<file path="src/rtl/xcvr_pkg.sv">
package xcvr_pkg;
  localparam int DATA_W = 18;

  typedef struct packed {
    logic le;
    logic ck;
    logic cen_n;
    logic oe_n;
  } lane_ctl_t;
endpackage

</file>
<file path="src/rtl/bus_keeper.sv">
module bus_keeper #(
  parameter int W = 18
) (
  input  logic         clk,
  input  logic         rst_n,
  input  logic [W-1:0] din,
  input  logic         drv,
  output logic [W-1:0] dout
);
  logic [W-1:0] held;

  always_ff @(posedge clk or negedge rst_n) begin
    if (!rst_n)   held <= '0;
    else if (drv) held <= din;
  end

  assign dout = drv ? din : held;


  keep_hold_chk: assert property (@(posedge clk) disable iff (!rst_n)
    !drv |=> $stable(held));

  keep_load_chk: assert property (@(posedge clk) disable iff (!rst_n)
    drv |=> held == $past(din));
endmodule

</file>
<file path="src/rtl/lane_store.sv">
module lane_store #(
  parameter int W = 18
) (
  input  logic         clk,
  input  logic         rst_n,
  input  logic [W-1:0] d,
  input  logic         le,
  input  logic         ck,
  input  logic         cen_n,
  output logic [W-1:0] q_reg
);
  logic ck_q;
  logic rise;
  logic load;

  assign rise = ck & ~ck_q;
  assign load = le | (rise & ~cen_n);

  always_ff @(posedge clk or negedge rst_n) begin
    if (!rst_n) begin
      ck_q  <= 1'b1;
      q_reg <= '0;
    end else begin
      ck_q <= ck;
      if (load) q_reg <= d;
    end
  end


  track_chk: assert property (@(posedge clk) disable iff (!rst_n)
    le |=> q_reg == $past(d));

  edge_load_chk: assert property (@(posedge clk) disable iff (!rst_n)
    (!le && ck && !ck_q && !cen_n) |=> q_reg == $past(d));

  cen_block_chk: assert property (@(posedge clk) disable iff (!rst_n)
    (!le && cen_n) |=> $stable(q_reg));

  idle_hold_chk: assert property (@(posedge clk) disable iff (!rst_n)
    (!le && (ck == ck_q)) |=> $stable(q_reg));
endmodule

</file>
<file path="src/rtl/xcvr_lane.sv">
module xcvr_lane
  import xcvr_pkg::*;
#(
  parameter int W = 18
) (
  input  logic         clk,
  input  logic         rst_n,
  input  logic [W-1:0] din,
  input  logic         drv,
  input  lane_ctl_t    ctl,
  output logic [W-1:0] q_out,
  output logic         q_en
);
  logic [W-1:0] eff;
  logic [W-1:0] stored;

  bus_keeper #(.W(W)) u_keep (
    .clk(clk), .rst_n(rst_n), .din(din), .drv(drv), .dout(eff)
  );

  lane_store #(.W(W)) u_store (
    .clk(clk), .rst_n(rst_n), .d(eff),
    .le(ctl.le), .ck(ctl.ck), .cen_n(ctl.cen_n), .q_reg(stored)
  );

  assign q_out = ctl.le ? eff : stored;
  assign q_en  = rst_n & ~ctl.oe_n;


  pass_chk: assert property (@(posedge clk) disable iff (!rst_n)
    (ctl.le && drv) |-> q_out == din);

  drive_off_chk: assert property (@(posedge clk) disable iff (!rst_n)
    ctl.oe_n |-> !q_en);
endmodule

</file>
<file path="src/rtl/dual_bus_xcvr.sv">
module dual_bus_xcvr
  import xcvr_pkg::*;
#(
  parameter int W = DATA_W
) (
  input  logic         clk,
  input  logic         rst_n,
  input  logic [W-1:0] a_in,
  input  logic         a_drv,
  input  logic [W-1:0] b_in,
  input  logic         b_drv,
  input  logic         ab_le,
  input  logic         ab_ck,
  input  logic         ab_cen_n,
  input  logic         ab_oe_n,
  input  logic         ba_le,
  input  logic         ba_ck,
  input  logic         ba_cen_n,
  input  logic         ba_oe_n,
  output logic [W-1:0] b_out,
  output logic         b_en,
  output logic [W-1:0] a_out,
  output logic         a_en
);
  localparam int LANES = 2;

  logic [W-1:0] l_din  [LANES];
  logic         l_drv  [LANES];
  lane_ctl_t    l_ctl  [LANES];
  logic [W-1:0] l_q    [LANES];
  logic         l_en   [LANES];

  assign l_din[0] = a_in;
  assign l_drv[0] = a_drv;
  assign l_ctl[0] = '{le: ab_le, ck: ab_ck, cen_n: ab_cen_n, oe_n: ab_oe_n};
  assign l_din[1] = b_in;
  assign l_drv[1] = b_drv;
  assign l_ctl[1] = '{le: ba_le, ck: ba_ck, cen_n: ba_cen_n, oe_n: ba_oe_n};

  for (genvar g = 0; g < LANES; g++) begin : g_lane
    xcvr_lane #(.W(W)) u_lane (
      .clk(clk), .rst_n(rst_n), .din(l_din[g]), .drv(l_drv[g]),
      .ctl(l_ctl[g]), .q_out(l_q[g]), .q_en(l_en[g])
    );
  end

  assign b_out = l_q[0];
  assign b_en  = l_en[0];
  assign a_out = l_q[1];
  assign a_en  = l_en[1];


  reset_quiet_chk: assert property (@(posedge clk)
    !rst_n |-> (!a_en && !b_en));
endmodule

</file>
<file path="config.mk">
export PLATFORM = sky130hd
export DESIGN_NAME = dual_bus_xcvr
export DESIGN_NICKNAME = d
export VERILOG_FILES = /design/src/rtl/xcvr_pkg.sv /design/src/rtl/bus_keeper.sv /design/src/rtl/lane_store.sv /design/src/rtl/xcvr_lane.sv /design/src/rtl/dual_bus_xcvr.sv
export SDC_FILE = /design/constraint.sdc
export NUM_CORES = 1
export LEC_CHECK = 0
export ABC_AREA = 1
export BUFFER_PORTS_ARGS = -buffer_cell sky130_fd_sc_hd__buf_2
export CAP_MARGIN = 20
export CORE_MARGIN = 4
export CORE_UTILIZATION = 48
export CTS_CLUSTER_DIAMETER = 30
export DETAILED_ROUTE_END_ITERATION = 8
export PLACE_DENSITY = 0.73
export SLEW_MARGIN = 20
export SYNTH_ARGS = -nofsm -noshare
export SYNTH_HDL_FRONTEND = slang
export SYNTH_HIERARCHICAL = 1
export SYNTH_SLANG_ARGS = --single-unit
</file>
<file path="constraint.sdc">
create_clock -name clk -period 1.1 [get_ports clk]
set_input_delay 0.11 -clock clk [delete_from_list [all_inputs] [get_ports clk]]
set_output_delay 0.11 -clock clk [all_outputs]
set_load 0.01 [all_outputs]
</file>
==> results of run 1 <==
[cell type report]
| type | instances | share of cell area |
|---|---|---|
| multi-input combinational | 335 | 0.334 |
| clock inverter | 4 | 0.0139 |
| timing repair buffer | 172 | 0.237 |
| inverter | 12 | 0.0141 |
| sequential | 74 | 0.349 |
| clock buffer | 12 | 0.0292 |
| tap | 96 | 0.0226 |
[through the flow]
| step | utilization | std cells |
|---|---|---|
| after floorplan | - | 434 |
| final | 0.770 | 705 |
| after global placement | 0.597 | 626 |
| after global routing | 0.770 | 705 |
| after detailed placement | 0.597 | 626 |
| after CTS | 0.687 | 686 |
[where the power goes]
group | internal, uW | switching [uW]
clock network | 1400 | 1050
logic | 820 | 971
registers | 3000 | 171
total | 5230 | 2190
[how the worst max path moves through the flow]
stage                                     start  slack (ns)  depth (start not counted)                            endpoint
3_3_place_gp                              a_drv        0.03                          7                            b_out[7]
5_1_grt        g_lane[0].u_lane/u_keep/held[16]       -0.25                          5                           b_out[16]
3_5_place_dp                              a_drv        0.02                          7                           b_out[10]
2_1_floorplan     g_lane[0].u_lane/u_store/ck_q        0.03                          6  g_lane[0].u_lane/u_store/q_reg[10]
4_1_cts         g_lane[1].u_lane/u_keep/held[2]       -0.13                          5                            a_out[2]
6_report       g_lane[0].u_lane/u_keep/held[16]       -0.20                          5                           b_out[16]
[repair_timing]
item	in CTS	in global routing
hold buffers	3	0
setup buffers	41	12
hold endpoints to repair	74	0
resized for setup	22	81
endpoints found under the setup margin	36	72
pin swaps	74	73
cloned	0	11
[worst register-to-register path, cell delays in order (launching register included)]
cell and delay, ns:
dfstp_2 0.53, inv_2 0.04, nand3_4 0.11, buf_12 0.14, clkbuf_16 0.15, nand3_2 0.07, nand2_1 0.14
[cell usage after synthesis (4+ instances only)]
cell     instances  area share
nand2_1        268        0.29
nand3_1         36       0.052
buf_2            4      0.0057
buf_8            4       0.017
dfrtp_1         72        0.52
buf_4            4      0.0086
inv_2            4      0.0043
inv_8            4       0.013
buf_6            6       0.019
inv_1            4      0.0043
nand2_2         20       0.036
[cell families (layout without fill, tap and decap cells)]
logic type             after synthesis  count (layout)
DFF                                 74              74
buffers and inverters               30             200
and+or+nand+nor                    330             335
[per-layer routing]
layer / share of wire / routed length [um] / GRT usage / vias up
met5: 0 / 0 / 0 / -
met4: 0.042 / 480 / 0.0952 / 0
met3: 0.070 / 811 / 0.0346 / 51
met2: 0.49 / 5610 / 0.366 / 197
met1: 0.40 / 4610 / 0.304 / 1763
li1: - / - / - / 1676
==> impl_metrics.env, run 1 <==
export IMPL_crit_family="flip-flops"
export IMPL_worstPathArrival_ns=1.19
export IMPL_routed_via_density=5.23
export IMPL_r2r_setup_slack_ns=-0.15
export IMPL_finalHoldViolCount=0
export IMPL_cp_max_fo=2
export IMPL_worst_r2r_path_depth=6
export IMPL_cts_buffers=9
export IMPL_crit_type="register to primary output"
export IMPL_hold_start="b_in[3]"
export IMPL_max_freq_ghz=0.767
export IMPL_ys_async_sr_fraction=1.00
export IMPL_synth_edf_count=0
export IMPL_synth_top_family_by_area="simple AND/OR/NAND/NOR gates"
export IMPL_preCtsSetupSlack_ns=0.0227
export IMPL_min_to="g_lane[1].u_lane/u_keep/held[3]"
export IMPL_grt_pass1_vias=3394
export IMPL_drtPass1Iterations=5
export IMPL_period_minus_slack_ns=1.30
export IMPL_total_power_uw=7420
export IMPL_core_area_um2=6910
export IMPL_finalCritPeriodShare=1.18
export IMPL_regToRegEndpoint="g_lane[0].u_lane/u_store/q_reg[12]"
export IMPL_clockBufferDepth=2
export IMPL_ant_nets=0
export IMPL_rows=30
export IMPL_ios=86
export IMPL_finalSetupViolations=72
export IMPL_synth_compound_area_frac=0
export IMPL_ys_warn_count=6
export IMPL_drt_first_iter_violations=330
export IMPL_multi_input_area_um2=1780
export IMPL_nets=652
export IMPL_synth_adder_area_share=0
export IMPL_synthFlopType="dfrtp_1"
export IMPL_violations="setup timing"
export IMPL_drcViolationCount=0
export IMPL_rsz0062_at_grt="true"
export IMPL_clock_sinks=74
export IMPL_cap_violations=0
export IMPL_io_buffer_count=85
export IMPL_ys_ff_latch=74
export IMPL_die_area_um2=8680
export IMPL_ir_drop_uv=793
export IMPL_startpoint_type="register"
export IMPL_worst_slew_pin_slew_ns=0.480
export IMPL_vias=3687
export IMPL_worstPathCellList="nand2_1 > nand2_2 > nand2_1 > nand2_1 > buf_2"
export IMPL_clkSlewWorstSetupHoldPaths_ns=0.08
export IMPL_synthSimpleGateAreaFrac=0.395
export IMPL_gr_total_overflow=0
export IMPL_most_common_layout_cells="209 x nand2_1, 81 x buf_2, 77 x nand2_2"
export IMPL_drive_gt1_frac=0.509
export IMPL_clock_latency_ns=0.35
export IMPL_end_kind="primary output"
export IMPL_tns_ns=-5.70
export IMPL_cp_buffers_inverters=1
export IMPL_required_ns=0.99
export IMPL_fin_skew_ns=0.00916
export IMPL_synthesis_nets=482
export IMPL_syn_area_per_cell_um2=8.03
export IMPL_die_h_um=93.2
export IMPL_fillers=445
export IMPL_grt_pass1_wl_um=15500
export IMPL_fin_area_um2=5320
export IMPL_initial_utilization=0.504
export IMPL_cpPeakStageDelay_ns=0.40
export IMPL_crit_top_cell="nand2_1"
export IMPL_slew_headroom=0.679
export IMPL_syn_inst=434
export IMPL_cts_root_buf="clkbuf_8"
export IMPL_drv_slew=0
export IMPL_muxShareOfSynthArea=0
export IMPL_dpl_hpwl_um=5870
export IMPL_cts_tree="done"
export IMPL_synth_xor_area_frac=0
export IMPL_r2r_start="g_lane[0].u_lane/u_store/ck_q"
export IMPL_outcome="finished with violations"
export IMPL_dieWidth_um=93.2
export IMPL_grtUsageTotal=0.226
export IMPL_power_density_nw_per_um2=1390
export IMPL_min_path_type="input port to register"
export IMPL_syn2layout_area_growth_pct=52.7
export IMPL_min_path_cells=3
export IMPL_syn_area_um2=3480
export IMPL_final_setup_worst_slack_ns=-0.203
export IMPL_antenna_found_initial=0
export IMPL_gp_congestion=0.771
export IMPL_diodes=0
export IMPL_wl_per_cell_um=16.3
export IMPL_seq_area_frac_synth=0.532
export IMPL_cts_max_level=3
export IMPL_synth_distinct_cells=15
export IMPL_drt_wl_total_um=11500
export IMPL_power_leakage_uw=0.00297
export IMPL_seq_area_um2=1850
export IMPL_cpMaxStageDelayCell="dfrtp_1"
export IMPL_hold_ws_ns=0.0334
export IMPL_placed_cell_area_um2=4120
export IMPL_layout_commonest_cell="nand2_1"
export IMPL_grt_max_degree=75
No activity file was read; power rests on OpenSTA's default activity.
==> run 2, diff against run 1 <==
--- a/config.mk
+++ b/config.mk
@@ -13,6 +13,7 @@
 export CTS_CLUSTER_DIAMETER = 30
 export DETAILED_ROUTE_END_ITERATION = 8
 export PLACE_DENSITY = 0.73
+export RECOVER_POWER = 100
 export SLEW_MARGIN = 20
 export SYNTH_ARGS = -nofsm -noshare
 export SYNTH_HDL_FRONTEND = slang
==> run 2 against run 1 <==
  * The flow still finishes with violations (setup timing)
  * Power is 0.46% lower
  * Core utilization fell by 0.29 points
  * Global-route usage is the same
  * Final cell count stayed put
  * Critical path type unchanged
  * Largest cell class unchanged
==> impl_metrics.env, run 2 (synthesis results as in run 1) <==
export IMPL_wl_met3_um=727
export IMPL_max_freq_ghz=0.773
export IMPL_fin_area_um2=5300
export IMPL_rows=30
export IMPL_clock_latency_ns=0.34
export IMPL_ant_nets=0
export IMPL_gp_congestion=0.771
export IMPL_dpl_hpwl_um=5870
export IMPL_required_ns=0.99
export IMPL_fin_skew_ns=0.00639
export IMPL_core_area_um2=6910
export IMPL_die_area_um2=8680
export IMPL_drcViolationCount=0
export IMPL_p_int_uw=5220
export IMPL_worst_slew_pin_slew_ns=0.488
export IMPL_ir_drop_uv=789
export IMPL_power_density_nw_per_um2=1390
export IMPL_end_kind="primary output"
export IMPL_cp_max_fo=2
export IMPL_final_util=0.767
export IMPL_crit_family="flip-flops"
export IMPL_regToRegEndpoint="g_lane[0].u_lane/u_store/q_reg[12]"
export IMPL_r2r_setup_slack_ns=-0.15
export IMPL_ios=86
export IMPL_clockBufferDepth=2
export IMPL_crit_type="register to primary output"
export IMPL_grtUsageTotal=0.226
export IMPL_final_cells=705
export IMPL_outcome="finished with violations"
export IMPL_total_power_uw=7390
export IMPL_die_h_um=93.2
export IMPL_final_setup_worst_slack_ns=-0.193
export IMPL_worstPathCellList="nand2_1 > nand2_2 > nand2_1 > nand2_1 > buf_2"
export IMPL_grt_pass1_wl_um=15500
export IMPL_switchingPower_uw=2170
export IMPL_crit_top_cell="nand2_1"
export IMPL_dieWidth_um=93.2
export IMPL_routed_via_density=5.15
export IMPL_gr_total_overflow=0
export IMPL_netSwitchingFraction=0.293
export IMPL_min_path_type="input port to register"
export IMPL_finalSetupViolations=72
export IMPL_cts_buffers=9
export IMPL_period_minus_slack_ns=1.29
export IMPL_diodes=0
export IMPL_hold_ws_ns=0.0435
export IMPL_placed_cell_area_um2=4120
export IMPL_grt_pass1_vias=3394
export IMPL_cpPeakStageDelay_ns=0.40
export IMPL_cts_max_level=3
export IMPL_r2r_start="g_lane[0].u_lane/u_store/ck_q"
export IMPL_cpMaxStageDelayCell="dfrtp_1"
export IMPL_antenna_found_initial=0
export IMPL_drv_slew=0
export IMPL_met1_length_um=4650
export IMPL_drtPass1Iterations=4
export IMPL_dr_wl_met2_um=5670
export IMPL_grt_max_degree=75
export IMPL_startpoint_type="register"
export IMPL_p_comb_frac=0.241
export IMPL_initial_utilization=0.504
export IMPL_finalHoldViolCount=0
export IMPL_worst_r2r_path_depth=6
export IMPL_worstPathArrival_ns=1.18
export IMPL_path_depth=5
export IMPL_vias=3634
export IMPL_cap_violations=0
export IMPL_io_buffer_count=85
export IMPL_drt_wl_total_um=11500
export IMPL_placed_cells=626
export IMPL_nets=652
export IMPL_critPathLaunch="g_lane[0].u_lane/u_keep/held[16]"
export IMPL_slew_headroom=0.674
export IMPL_p_seq_frac=0.430
export IMPL_cts_root_buf="clkbuf_8"
export IMPL_power_leakage_uw=0.00296
export IMPL_crit_path_end="b_out[16]"
export IMPL_violations="setup timing"
export IMPL_routed_top_layer="met4"
export IMPL_drt_first_iter_violations=269
export IMPL_most_common_layout_cells="215 x nand2_1, 77 x buf_2, 72 x dfrtp_1"
export IMPL_finalCritPeriodShare=1.18
export IMPL_syn2layout_area_growth_pct=52.2
export IMPL_cp_buffers_inverters=1
export IMPL_clkSlewWorstSetupHoldPaths_ns=0.08
export IMPL_clkPwrFrac=0.329
export IMPL_clock_sinks=74
export IMPL_drive_gt1_frac=0.493
export IMPL_wl_per_cell_um=16.3
export IMPL_rsz0062_at_grt="true"
export IMPL_cts_tree="done"
export IMPL_layout_commonest_cell="nand2_1"
-- run 2: how the worst min path moves through the flow --
stage | from | end | cells after the start
final | b_in[3] | g_lane[1].u_lane/u_keep/held[3] | 3
after global routing | b_in[3] | g_lane[1].u_lane/u_keep/held[3] | 3
after global placement | rst_n | g_lane[1].u_lane/u_keep/held[14] | 2
after CTS | a_in[5] | g_lane[0].u_lane/u_keep/held[5] | 3
after floorplan | rst_n | g_lane[0].u_lane/u_keep/held[0] | 0
after detailed placement | rst_n | g_lane[1].u_lane/u_keep/held[1] | 2
-- run 2: final cells by class --
type	instances	area [um^2]
clock buffers	12	155
clock inverters	4	73.8
fillers	454	1610
inverters	12	75.1
multi-input cells	335	1760
flip-flops and latches	74	1850
well taps	96	120
repair buffers	172	1260
-- run 2: metal layers --
| layer | track usage | vias to the layer above |
|---|---|---|
| li1 | - | 1674 |
| met1 | 0.304 | 1740 |
| met5 | 0 | - |
| met2 | 0.366 | 179 |
| met4 | 0.0952 | 0 |
| met3 | 0.0346 | 41 |
-- run 2: power by group through the flow --
| stage | sequential (uW) | combinational (uW) | clock (uW) |
|---|---|---|---|
| 5_1_grt | 3200 | 1930 | 2600 |
| 6_report | 3170 | 1780 | 2430 |
| 2_1_floorplan | 3150 | 734 | 0 |
| 3_5_place_dp | 3180 | 1240 | 0 |
| 3_3_place_gp | 3170 | 1220 | 0 |
| 4_1_cts | 3130 | 1480 | 2450 |
-- run 2: worst min-delay path, cell delays in order --
cell	delay, ns
buf_2	0.09
nand2_1	0.05
nand2_1	0.09
-- run 2: what timing repair did --
item	4_1_cts	5_1_grt
pin swaps	74	73
cloned	0	11
setup endpoints to repair	36	72
buffers inserted	41	12
hold buffers	3	0
resized for setup	22	81
hold endpoints to repair	74	0
-- run 2: per-stage QoR --
stage | TNS, ns | worst slack, ns
after CTS | -3.44 | -0.131
final | -6.06 | -0.193
after detailed placement | 0 | 0.0227
after global placement | 0 | 0.0321
after floorplan | 0 | 0.0322
after global routing | -9.68 | -0.253
